==> src/rtl/tss_pkg.sv <==
package tss_pkg;

   // Mode and rate together pick one of four ways to read the slot register.
   typedef enum logic [1:0] {
      SEL_MUX_NARROW = 2'b00,
      SEL_MUX_WIDE   = 2'b01,
      SEL_GCI_D      = 2'b10,
      SEL_GCI_B      = 2'b11
   } sel_mode_e;

   function automatic sel_mode_e mode_of(input logic gci, input logic wide);
      return sel_mode_e'({gci, wide});
   endfunction

endpackage

==> src/rtl/tss_frame_timer.sv <==
module tss_frame_timer #(
   parameter int SLOT_W     = 8,
   parameter int FRAME_BITS = 512,
   localparam int POS_W     = $clog2(FRAME_BITS)
) (
   input  logic              clk,
   input  logic              rst_n,
   input  logic              bclk,
   input  logic              fsync,
   input  logic              gci_in,
   input  logic              r64_in,
   input  logic [SLOT_W-1:0] slot_in,
   output logic              rise,
   output logic              fall,
   output logic [POS_W-1:0]  pos_q,
   output logic [POS_W-1:0]  pos_nx,
   output logic              gci_q,
   output logic              r64_q,
   output logic [SLOT_W-1:0] slot_q,
   output logic              gci_nx,
   output logic              r64_nx,
   output logic [SLOT_W-1:0] slot_nx,
   output logic              sync_q,
   output logic              sync_nx
);

   localparam logic [POS_W-1:0] LAST_POS = POS_W'(FRAME_BITS - 1);

   logic bclk_q;

   assign rise = bclk & ~bclk_q;
   assign fall = ~bclk & bclk_q;

   // Position and configuration seen by the bit that starts at this rising edge.
   always_comb begin
      if (fsync)                 pos_nx = '0;
      else if (pos_q == LAST_POS) pos_nx = '0;
      else                       pos_nx = pos_q + POS_W'(1);
      gci_nx  = fsync ? gci_in  : gci_q;
      r64_nx  = fsync ? r64_in  : r64_q;
      slot_nx = fsync ? slot_in : slot_q;
      sync_nx = sync_q | fsync;
   end

   always_ff @(posedge clk or negedge rst_n) begin
      if (!rst_n) begin
         bclk_q <= 1'b0;
         pos_q  <= LAST_POS;
         gci_q  <= 1'b0;
         r64_q  <= 1'b0;
         slot_q <= '0;
         sync_q <= 1'b0;
      end else begin
         bclk_q <= bclk;
         if (rise) begin
            pos_q  <= pos_nx;
            gci_q  <= gci_nx;
            r64_q  <= r64_nx;
            slot_q <= slot_nx;
            sync_q <= sync_nx;
         end
      end
   end

endmodule

==> src/rtl/tss_window.sv <==
module tss_window
   import tss_pkg::*;
#(
   parameter int SLOT_W     = 8,
   parameter int BYTE_W     = 8,
   parameter int NARROW_W   = 2,
   parameter int FRAME_BITS = 512,
   localparam int POS_W     = $clog2(FRAME_BITS),
   localparam int IDX_W     = $clog2(BYTE_W),
   localparam int AW        = POS_W + 1
) (
   input  logic              gci,
   input  logic              r64,
   input  logic [SLOT_W-1:0] slot,
   input  logic [POS_W-1:0]  pos,
   output logic              hit,
   output logic [IDX_W-1:0]  idx,
   output logic              wide
);

   localparam int CH_BITS = 4 * BYTE_W;

   logic [AW-1:0] start;
   logic [AW-1:0] len;
   logic [AW-1:0] off;
   logic [AW-1:0] ch_base;

   always_comb begin
      ch_base = AW'(slot[SLOT_W-1:SLOT_W-4]) * AW'(CH_BITS);
      unique case (mode_of(gci, r64))
         SEL_MUX_WIDE:   start = AW'(slot[SLOT_W-1:2]) * AW'(BYTE_W);
         SEL_MUX_NARROW: start = AW'(slot) * AW'(NARROW_W);
         SEL_GCI_B:      start = ch_base + (slot[2] ? AW'(BYTE_W) : '0);
         SEL_GCI_D:      start = ch_base + AW'(3 * BYTE_W);
         default:        start = '0;
      endcase
      wide = r64;
      len  = r64 ? AW'(BYTE_W) : AW'(NARROW_W);
      off  = {1'b0, pos} - start;
      hit  = ({1'b0, pos} >= start) && (off < len);
      idx  = off[IDX_W-1:0];
   end

endmodule

==> src/rtl/tss_rx_capture.sv <==
module tss_rx_capture #(
   parameter int BYTE_W   = 8,
   parameter int NARROW_W = 2,
   localparam int IDX_W   = $clog2(BYTE_W)
) (
   input  logic              clk,
   input  logic              rst_n,
   input  logic              fall,
   input  logic              synced,
   input  logic              hit,
   input  logic [IDX_W-1:0]  idx,
   input  logic              wide,
   input  logic              rxd,
   output logic [BYTE_W-1:0] rx_data,
   output logic              rx_valid
);

   localparam logic [IDX_W-1:0] LAST_W = IDX_W'(BYTE_W - 1);
   localparam logic [IDX_W-1:0] LAST_N = IDX_W'(NARROW_W - 1);

   logic [BYTE_W-2:0] sreg;
   logic [BYTE_W-1:0] full;
   logic [BYTE_W-1:0] fmt;
   logic              take;
   logic              last;

   assign full = {sreg, rxd};
   assign take = fall & synced & hit;
   assign last = (idx == (wide ? LAST_W : LAST_N));

   // Narrow channels keep only the low bits; the upper ones read as zero.
   for (genvar i = 0; i < BYTE_W; i++) begin : g_fmt
      if (i < NARROW_W) begin : g_low
         assign fmt[i] = full[i];
      end else begin : g_high
         assign fmt[i] = wide & full[i];
      end
   end

   always_ff @(posedge clk or negedge rst_n) begin
      if (!rst_n) begin
         sreg     <= '0;
         rx_data  <= '0;
         rx_valid <= 1'b0;
      end else begin
         rx_valid <= 1'b0;
         if (take) begin
            if (idx == '0) sreg <= {{(BYTE_W-2){1'b0}}, rxd};
            else           sreg <= full[BYTE_W-2:0];
            if (last) begin
               rx_data  <= fmt;
               rx_valid <= 1'b1;
            end
         end
      end
   end

endmodule

==> src/rtl/tss_tx_drive.sv <==
module tss_tx_drive #(
   parameter int BYTE_W   = 8,
   parameter int NARROW_W = 2,
   localparam int IDX_W   = $clog2(BYTE_W)
) (
   input  logic              clk,
   input  logic              rst_n,
   input  logic              rise,
   input  logic              synced,
   input  logic              hit,
   input  logic [IDX_W-1:0]  idx,
   input  logic              wide,
   input  logic [BYTE_W-1:0] tx_byte,
   output logic              txd,
   output logic              tx_oe
);

   localparam logic [IDX_W-1:0] TOP_W = IDX_W'(BYTE_W - 1);
   localparam logic [IDX_W-1:0] TOP_N = IDX_W'(NARROW_W - 1);

   logic [IDX_W-1:0] sel;

   assign sel = (wide ? TOP_W : TOP_N) - idx;

   always_ff @(posedge clk or negedge rst_n) begin
      if (!rst_n) begin
         txd   <= 1'b1;
         tx_oe <= 1'b0;
      end else if (rise) begin
         if (synced && hit) begin
            txd   <= tx_byte[sel];
            tx_oe <= 1'b1;
         end else begin
            txd   <= 1'b1;
            tx_oe <= 1'b0;
         end
      end
   end

endmodule

==> src/rtl/tdm_slot_sel.sv <==
module tdm_slot_sel #(
   parameter int SLOT_W   = 8,
   parameter int BYTE_W   = 8,
   parameter int NARROW_W = 2
) (
   input  logic              clk,
   input  logic              rst_n,
   input  logic              bclk,
   input  logic              fsync,
   input  logic              rxd,
   input  logic              gci_mode,
   input  logic              rate64,
   input  logic [SLOT_W-1:0] slot_sel,
   input  logic [BYTE_W-1:0] tx_byte,
   output logic [BYTE_W-1:0] rx_data,
   output logic              rx_valid,
   output logic              txd,
   output logic              tx_oe
);

   localparam int FRAME_BITS = (2 ** SLOT_W) * NARROW_W;
   localparam int POS_W      = $clog2(FRAME_BITS);
   localparam int IDX_W      = $clog2(BYTE_W);

   // Every reading of the slot register must span exactly one frame.
   if (BYTE_W != 4 * NARROW_W) begin : g_bad_ratio
      $error("BYTE_W must equal four times NARROW_W");
   end
   if (SLOT_W < 7) begin : g_bad_slot
      $error("SLOT_W must be at least 7");
   end
   if (NARROW_W < 2) begin : g_bad_narrow
      $error("NARROW_W must be at least 2");
   end

   logic              rise, fall;
   logic [POS_W-1:0]  pos_q, pos_nx;
   logic              gci_q, r64_q, gci_nx, r64_nx;
   logic [SLOT_W-1:0] slot_q, slot_nx;
   logic              sync_q, sync_nx;
   logic              rx_hit, tx_hit, rx_wide, tx_wide;
   logic [IDX_W-1:0]  rx_idx, tx_idx;

   tss_frame_timer #(.SLOT_W(SLOT_W), .FRAME_BITS(FRAME_BITS)) u_timer (
      .clk(clk), .rst_n(rst_n), .bclk(bclk), .fsync(fsync),
      .gci_in(gci_mode), .r64_in(rate64), .slot_in(slot_sel),
      .rise(rise), .fall(fall), .pos_q(pos_q), .pos_nx(pos_nx),
      .gci_q(gci_q), .r64_q(r64_q), .slot_q(slot_q),
      .gci_nx(gci_nx), .r64_nx(r64_nx), .slot_nx(slot_nx),
      .sync_q(sync_q), .sync_nx(sync_nx)
   );

   // Receive side decodes the registered position; transmit side looks one bit ahead.
   tss_window #(.SLOT_W(SLOT_W), .BYTE_W(BYTE_W), .NARROW_W(NARROW_W),
                .FRAME_BITS(FRAME_BITS)) u_rx_win (
      .gci(gci_q), .r64(r64_q), .slot(slot_q), .pos(pos_q),
      .hit(rx_hit), .idx(rx_idx), .wide(rx_wide)
   );

   tss_window #(.SLOT_W(SLOT_W), .BYTE_W(BYTE_W), .NARROW_W(NARROW_W),
                .FRAME_BITS(FRAME_BITS)) u_tx_win (
      .gci(gci_nx), .r64(r64_nx), .slot(slot_nx), .pos(pos_nx),
      .hit(tx_hit), .idx(tx_idx), .wide(tx_wide)
   );

   tss_rx_capture #(.BYTE_W(BYTE_W), .NARROW_W(NARROW_W)) u_rx (
      .clk(clk), .rst_n(rst_n), .fall(fall), .synced(sync_q),
      .hit(rx_hit), .idx(rx_idx), .wide(rx_wide), .rxd(rxd),
      .rx_data(rx_data), .rx_valid(rx_valid)
   );

   tss_tx_drive #(.BYTE_W(BYTE_W), .NARROW_W(NARROW_W)) u_tx (
      .clk(clk), .rst_n(rst_n), .rise(rise), .synced(sync_nx),
      .hit(tx_hit), .idx(tx_idx), .wide(tx_wide), .tx_byte(tx_byte),
      .txd(txd), .tx_oe(tx_oe)
   );

endmodule

==> config.mk <==
export PLATFORM = sky130hd
export DESIGN_NAME = tdm_slot_sel
export DESIGN_NICKNAME = d
export VERILOG_FILES = /design/src/rtl/tss_pkg.sv /design/src/rtl/tss_frame_timer.sv /design/src/rtl/tss_window.sv /design/src/rtl/tss_rx_capture.sv /design/src/rtl/tss_tx_drive.sv /design/src/rtl/tdm_slot_sel.sv
export SDC_FILE = /design/constraint.sdc
export NUM_CORES = 1
export LEC_CHECK = 0
export BUFFER_PORTS_ARGS = -buffer_cell sky130_fd_sc_hd__buf_2
export CORE_ASPECT_RATIO = 1.5
export CORE_MARGIN = 1.5
export CORE_UTILIZATION = 32
export CTS_BUF_LIST = sky130_fd_sc_hd__clkbuf_8
export CTS_CLUSTER_SIZE = 16
export DETAILED_ROUTE_END_ITERATION = 10
export GPL_TIMING_DRIVEN = 0
export MAX_ROUTING_LAYER = met4
export PLACE_DENSITY = 0.47
export SLEW_MARGIN = 20
export SYNTH_ARGS = -nofsm -noshare
export SYNTH_HDL_FRONTEND = slang
export SYNTH_HIERARCHICAL = 1
export SYNTH_SLANG_ARGS = --single-unit
==> constraint.sdc <==
create_clock -name clk -period 9.2 [get_ports clk]
set_input_delay 1.84 -clock clk [delete_from_list [all_inputs] [get_ports clk]]
set_output_delay 1.84 -clock clk [all_outputs]
set_load 0.01 [all_outputs]
# == Word level (Yosys, flattened, before mapping) ==
# Index checks and enable logic that the tools add are counted.
# op_classes
n_addsub,8
mul,0
div_mod_pow,0
n_lt_le_gt_ge,5
n_eq_ne,8
shift,0
n_mux,20
n_bitwise,13
n_reduce_logical,7
# op_table
op,count
10-bit one-hot mux with 4 select lines,2
9-bit by 10-bit adder with 10-bit output,2
9-bit by 5-bit adder with 10-bit output (second input constant),2
9-bit by 10-bit >= comparator with 1-bit output,2
10-bit < comparator,2
9-bit by 10-bit subtractor with 10-bit output,2
9-bit two-way mux,2
4-bit two-way mux,4
1-bit AND,10
9-bit by 1-bit adder with 9-bit output (second input constant),1
9-bit == test (second input constant),1
2-bit == test (second input constant),4
8-bit two-way mux,1
1-bit two-way mux,7
7-bit two-way mux,1
3-bit two-way mux,2
2-bit by 1-bit == test with 1-bit output (second input constant),2
2-bit logical NOT,2
3-bit by 4-bit < comparator with 1-bit output (second input constant),1
1-bit binary-select mux with 3-bit select,1
3-bit == test,1
1-bit logical AND,3
3-bit logical NOT,1
3-bit subtractor,1
3 further kinds,4
# totals
register_bits,39
latchBits,0
mem_bits_rw,0
rom_bits,0
out_inout_bits,11
elab_cells,72
mem_count,0

# == Logic depth before layout (Yosys ltp) ==
# depth
ltp_word,9
ltp_mapped,17
ltp_nobuf,17

# == Cells and area by module ==
# Netlist, hierarchy kept.
# modules_own_cells
mod,instances,cells_per_inst,area_each_um2
tss_frame_timer,1,109,1161.1
tss_window,2,69,488.0
tss_rx_capture,1,64,793.3
tss_tx_drive,1,12,176.4

# == Least setup slack after synthesis ==
# Ideal clock, no wire load.
# synth_timing
path_type,input port to flip-flop
startpoint,input fsync
endpoint,register u_tx.txd
t_arrival_ns,4.448
required_time_ns,9.120
setup_slack_ns,4.673
path_stages,13
path_buffers,1
cell_sequence,clkbuf_1 > mux2_2 > and2_1 > ha_1 > fa_1 > xnor2_1 > ha_1 > a2bb2oi_1 > and3_1 > o311ai_0 > nor4_2 > nand3_1 > o22a_1
# synth_via
elab_cells_between_ends,24
# synth_rtl
element,line,rtl
start: declaration,tdm_slot_sel.sv:9,"input logic fsync,"
8-bit two-way mux (*),tss_frame_timer.sv:41,slot_nx = fsync ? slot_in : slot_q;
via slot_nx[0],tdm_slot_sel.sv:39,"logic [SLOT_W-1:0] slot_q, slot_nx;"
10-bit one-hot mux with 4 select lines (*),tss_window.sv:30,"unique case (mode_of(gci, r64))"
9-bit by 10-bit subtractor with 10-bit output,tss_window.sv:39,"off = {1'b0, pos} - start;"
10-bit < comparator,tss_window.sv:40,"hit = ({1'b0, pos} >= start) && (off < len);"
1-bit logical AND (*),tss_window.sv:40,
via tx_hit,tdm_slot_sel.sv:41,"logic rx_hit, tx_hit, rx_wide, tx_wide;"
1-bit logical AND (*),tss_tx_drive.sv:30,if (synced && hit) begin
1-bit two-way mux (*),tss_tx_drive.sv:30,
end signal: assignment,tss_tx_drive.sv:31,txd <= tx_byte[sel];
end: declaration,tss_tx_drive.sv:14,"output logic txd,"
# Mark *: on every way through the listed nets, which the timed path passes. The rest lies on a longest branch. The select of a mux whose other input is x is not followed.
# A chain may end at the register's enable or synchronous reset.

# == Worst setup path after layout ==
# layout_timing
startpoint,input fsync
endpoint,register u_tx.txd
# layout_via
elab_cells_between_ends,24
# layout_rtl
element,line,rtl
1-bit two-way mux (*),tss_frame_timer.sv:40,r64_nx = fsync ? r64_in : r64_q;
via r64_nx,tdm_slot_sel.sv:38,"logic gci_q, r64_q, gci_nx, r64_nx;"
"2-bit == test, or another cell as far along",tss_window.sv:30,
10-bit one-hot mux with 4 select lines,tss_window.sv:30,
9-bit by 10-bit subtractor with 10-bit output,tss_window.sv:39,
10-bit < comparator,tss_window.sv:40,
1-bit logical AND (*),tss_window.sv:40,
via tx_hit,tdm_slot_sel.sv:41,
1-bit logical AND (*),tss_tx_drive.sv:30,
1-bit two-way mux (*),tss_tx_drive.sv:30,
# Marked as above.

==> impl_results.md <==
- Status: finished, final reports clean
- Ratio of cells with drive above 1 in the final layout: 0.294
- Area of the multi-input gates: approximately 1900 µm²
- First-pass DRT Iterations: 4
- Clock tree from TritonCTS: built
- Top-level I/O count: 34
- Floorplan die area: slightly above 10000 µm²
- Core Region: ~9400 µm²
- Logic depth of the worst register-to-register path: 17
- Placed cell count: between 400 and 500
- Site Rows: 43
- Setup repair after global routing missed its margin: false
- Number of enable-type register cells in the synthesized netlist: 0
- Max Fclk: slightly below 0.2 GHz
- Minimum hold slack: around 0.51 ns
- Fill cell total of the finished layout: 977
- Pin count of the biggest net entering global routing: 40
- Width of the chip: 83.5 µm
- Launching point of the worst reg2reg path: u_timer/pos_q[0]
- Synthesis warning total: 6
- Antenna violations before repair: 0
- Max-slew headroom at the worst pin: 0.386
- Worst hold path depth: 1
- Global placer's final weighted congestion: a little over 0.8
- Pwr per Cell Area: 178 nW/µm²
- Setup violators final: 0
- Total DRC errors in the routed layout: 0
- Crit path time final: approximately 5 ns
- Post_cts resized: 0
- Post-layout net count: between 400 and 500
- Hold Path Class: flip-flop to flip-flop
- Worst Path Arrival: ~5.3 ns
- Most instantiated flip-flop cell in the synthesis netlist: sky130_fd_sc_hd__dfrtp_1
- Sequential fraction of the synthesis area: 0.318
- Number of input and output port buffers inserted: 33
- Yosys reg bits: 39
- Worst-case vdd ir drop: around 0.068 mV
- Syn_nets: around 370
- Fin. max-slew vios: 0
- Terminus of the critical flop-to-flop path: u_tx/txd
- CTS root buffer: sky130_fd_sc_hd__clkbuf_8
- Distinct cell type count of the synthesized netlist: slightly below 60
- Leakage power summed over all cells: between 1.5 and 2 nW
- Count of buffers added by post-CTS timing repair for setup: 0
- Skew-Pair Late Insertion Delay: roughly 0.30 ns
- Register clock-pin slew on the reported worst setup and hold paths: 0.09 ns
- Detail Route Antenna Nets: 0
- GR Overflow Total: 0
- Actual transition at the worst max-transition pin: between 0.9 and 1 ns
- Initial core utilization: 0.332
- Final number of hold-violating endpoints: 0
- FFs w/ async S/R, synth: 1.00
- Antenna diode count: 0
- Register cell area after layout: around 990 µm²
- CTS H-tree depth: 2
- Drt first-iter violations: 64
- Crit path capture type: flip-flop
- Wire length of the first global-routing pass: between 10000 and 15000 µm
- DR vias/cell: around 5.3
- Synthesized cell area: 3110 µm²
- Most used standard cell by instance count after synthesis: sky130_fd_sc_hd__inv_1
- Number of vias after detailed routing: 2506
- Top cells by count, synth: 35 x sky130_fd_sc_hd__inv_1, 29 x sky130_fd_sc_hd__dfrtp_1, 24 x sky130_fd_sc_hd__mux2_2
- Critical setup path kind: input pin to flip-flop
- Total Power Consumption: between 600 and 700 µW
- Final worst path period share: 0.549
- Overall routing resource usage: 0.162
- Number of buffers added by the clock tree synthesis step: 5
- Number of buffers added to fix hold violations after cts: 0
- TritonCTS Sinks: 39
- Area delta synth->final: 13.5%
- CP required: approximately 9.4 ns
- Post-detail-place hpwl: 6060 µm
- Total detailed-routing wirelength: around 7700 µm
- Top-area cell type share of the netlist area: 0.234
- Top cells by area in the synthesized netlist: sky130_fd_sc_hd__dfrtp_1 23%, sky130_fd_sc_hd__mux2_2 8.7%, sky130_fd_sc_hd__dfstp_2 8.5%, sky130_fd_sc_hd__ha_1 8.5%, sky130_fd_sc_hd__inv_1 4.2%
- Routed wire per std cell: roughly 16 µm
- Number of global-route vias before repair: roughly 2500
- Startpoint types: input pin
- Worst-case register-to-register setup slack: between 5 and 6 ns
- Cell type with the highest aggregate area in the netlist: sky130_fd_sc_hd__dfrtp_1
- Start point of the critical path: fsync
- Buffers from clock root to sink, at most: 2
- Max FO, Critical Path: 10
- Layout Cells excl Fill: approximately 480
- Mapped Avg Cell Area: 9.62 µm²
- Worst Hold Launch: u_rx/sreg[6]
- Syn Inst Count: between 300 and 400
- Total Neg Setup Slack: 0 ns
- Max Clock Skew: 0.00812 ns
- Max-Cap Viols: 0
- Vertical extent of the die: 124 µm
- End point of the worst hold path: u_rx/sreg[6]
final cells by class:
class	count	area share
multi-input cells	235	0.536
flip-flops and latches	39	0.280
repair buffers	33	0.0469
well taps	112	0.0398
inverters	35	0.0373
plain buffers	14	0.0277
clock buffers	5	0.0195
clock inverters	3	0.0124
worst max-delay path by stage:
stage,to,slack [ns],depth (start not counted)
floorplan,u_tx/txd,4.67,13
finish,u_tx/txd,4.15,15
global route,u_tx/txd,3.88,15
global placement,u_tx/txd,3.82,15
CTS,u_tx/txd,4.11,15
detailed placement,u_tx/txd,3.80,15
cells in the final DEF (no fill, tap or decap), types with 4 or more instances in the layout:
cell type                  synthesis  layout
sky130_fd_sc_hd__nor2_1           21      21
sky130_fd_sc_hd__o21ai_0          14      14
sky130_fd_sc_hd__dfrtp_1          29      29
sky130_fd_sc_hd__or3_1             8       8
sky130_fd_sc_hd__nor2b_1           4       4
sky130_fd_sc_hd__dfstp_2          10      10
sky130_fd_sc_hd__mux2_2           24      24
sky130_fd_sc_hd__a22o_1            6       6
sky130_fd_sc_hd__o21ai_2           4       4
sky130_fd_sc_hd__buf_2             3      36
sky130_fd_sc_hd__buf_4             5       5
sky130_fd_sc_hd__nand3_1           9       9
sky130_fd_sc_hd__mux2i_1           6       6
sky130_fd_sc_hd__nand2_1          18      18
sky130_fd_sc_hd__inv_1            35      35
sky130_fd_sc_hd__o221a_1           6       6
sky130_fd_sc_hd__a21oi_1          19      19
sky130_fd_sc_hd__ha_1             21      21
sky130_fd_sc_hd__clkbuf_8          0       5
sky130_fd_sc_hd__nand2b_1          7       7
sky130_fd_sc_hd__xnor2_1           4       4
kinds of logic after synthesis:
group,share of synthesized area
AO/OA/AOI/OAI,0.188
XOR/XNOR,0.0185
adder cells (fa/ha/maj),0.0975
buffers and inverters,0.0737
flip-flops,0.318
multiplexers,0.128
AND/OR/NAND/NOR,0.176
per-layer routing:
layer,vias to the layer above,wire length [µm],GRT usage
met5,-,0,-
met4,0,171,0.0686
met3,8,177,0.0219
met2,53,4200,0.310
met1,1196,3190,0.167
li1,1249,-,-
power breakdown:
| part | total, mW | internal, mW | switching (mW) |
|---|---|---|---|
| Combinational | 0.271 | 0.129 | 0.142 |
| Clock | 0.148 | 0.0809 | 0.0673 |
| Sequential | 0.207 | 0.189 | 0.0178 |
critical path, cell delays in order:
cell and delay, ns:
sky130_fd_sc_hd__buf_2 0.18, sky130_fd_sc_hd__clkbuf_1 0.48, sky130_fd_sc_hd__mux2_2 0.34, sky130_fd_sc_hd__nor2_1 0.08, sky130_fd_sc_hd__and2_1 0.16, sky130_fd_sc_hd__ha_1 0.22, sky130_fd_sc_hd__fa_1 0.41, sky130_fd_sc_hd__xnor2_1 0.15
sky130_fd_sc_hd__ha_1 0.28, sky130_fd_sc_hd__a2bb2oi_1 0.13, sky130_fd_sc_hd__and3_1 0.16, sky130_fd_sc_hd__o311ai_0 0.16, sky130_fd_sc_hd__nor4_2 0.28, sky130_fd_sc_hd__nand3_1 0.16, sky130_fd_sc_hd__o22a_1 0.23
sequential cells by signal, summed over array words and instances (netlist names):
| signal | count |
|---|---|
| u_timer/pos_q | 9 |
| u_rx/rx_data | 8 |
| u_timer/slot_q | 8 |
| u_rx/sreg | 7 |
| u_rx/rx_valid | 1 |
| u_timer/bclk_q | 1 |
| u_timer/gci_q | 1 |
| u_timer/r64_q | 1 |
| u_timer/sync_q | 1 |
| u_tx/tx_oe | 1 |
| u_tx/txd | 1 |
through the flow:
stage / setup WS, ns / instance area (µm²) / util
3_5_place_dp: 3.80 / 3410 / 0.364
4_1_cts: 4.11 / 3520 / 0.377
5_1_grt: 3.88 / 3520 / 0.377
2_1_floorplan: 4.67 / 3110 / -
6_report: 4.15 / 3520 / 0.377
3_3_place_gp: 3.82 / 3410 / 0.364
Note: power is estimated with default switching activity, not from simulation.
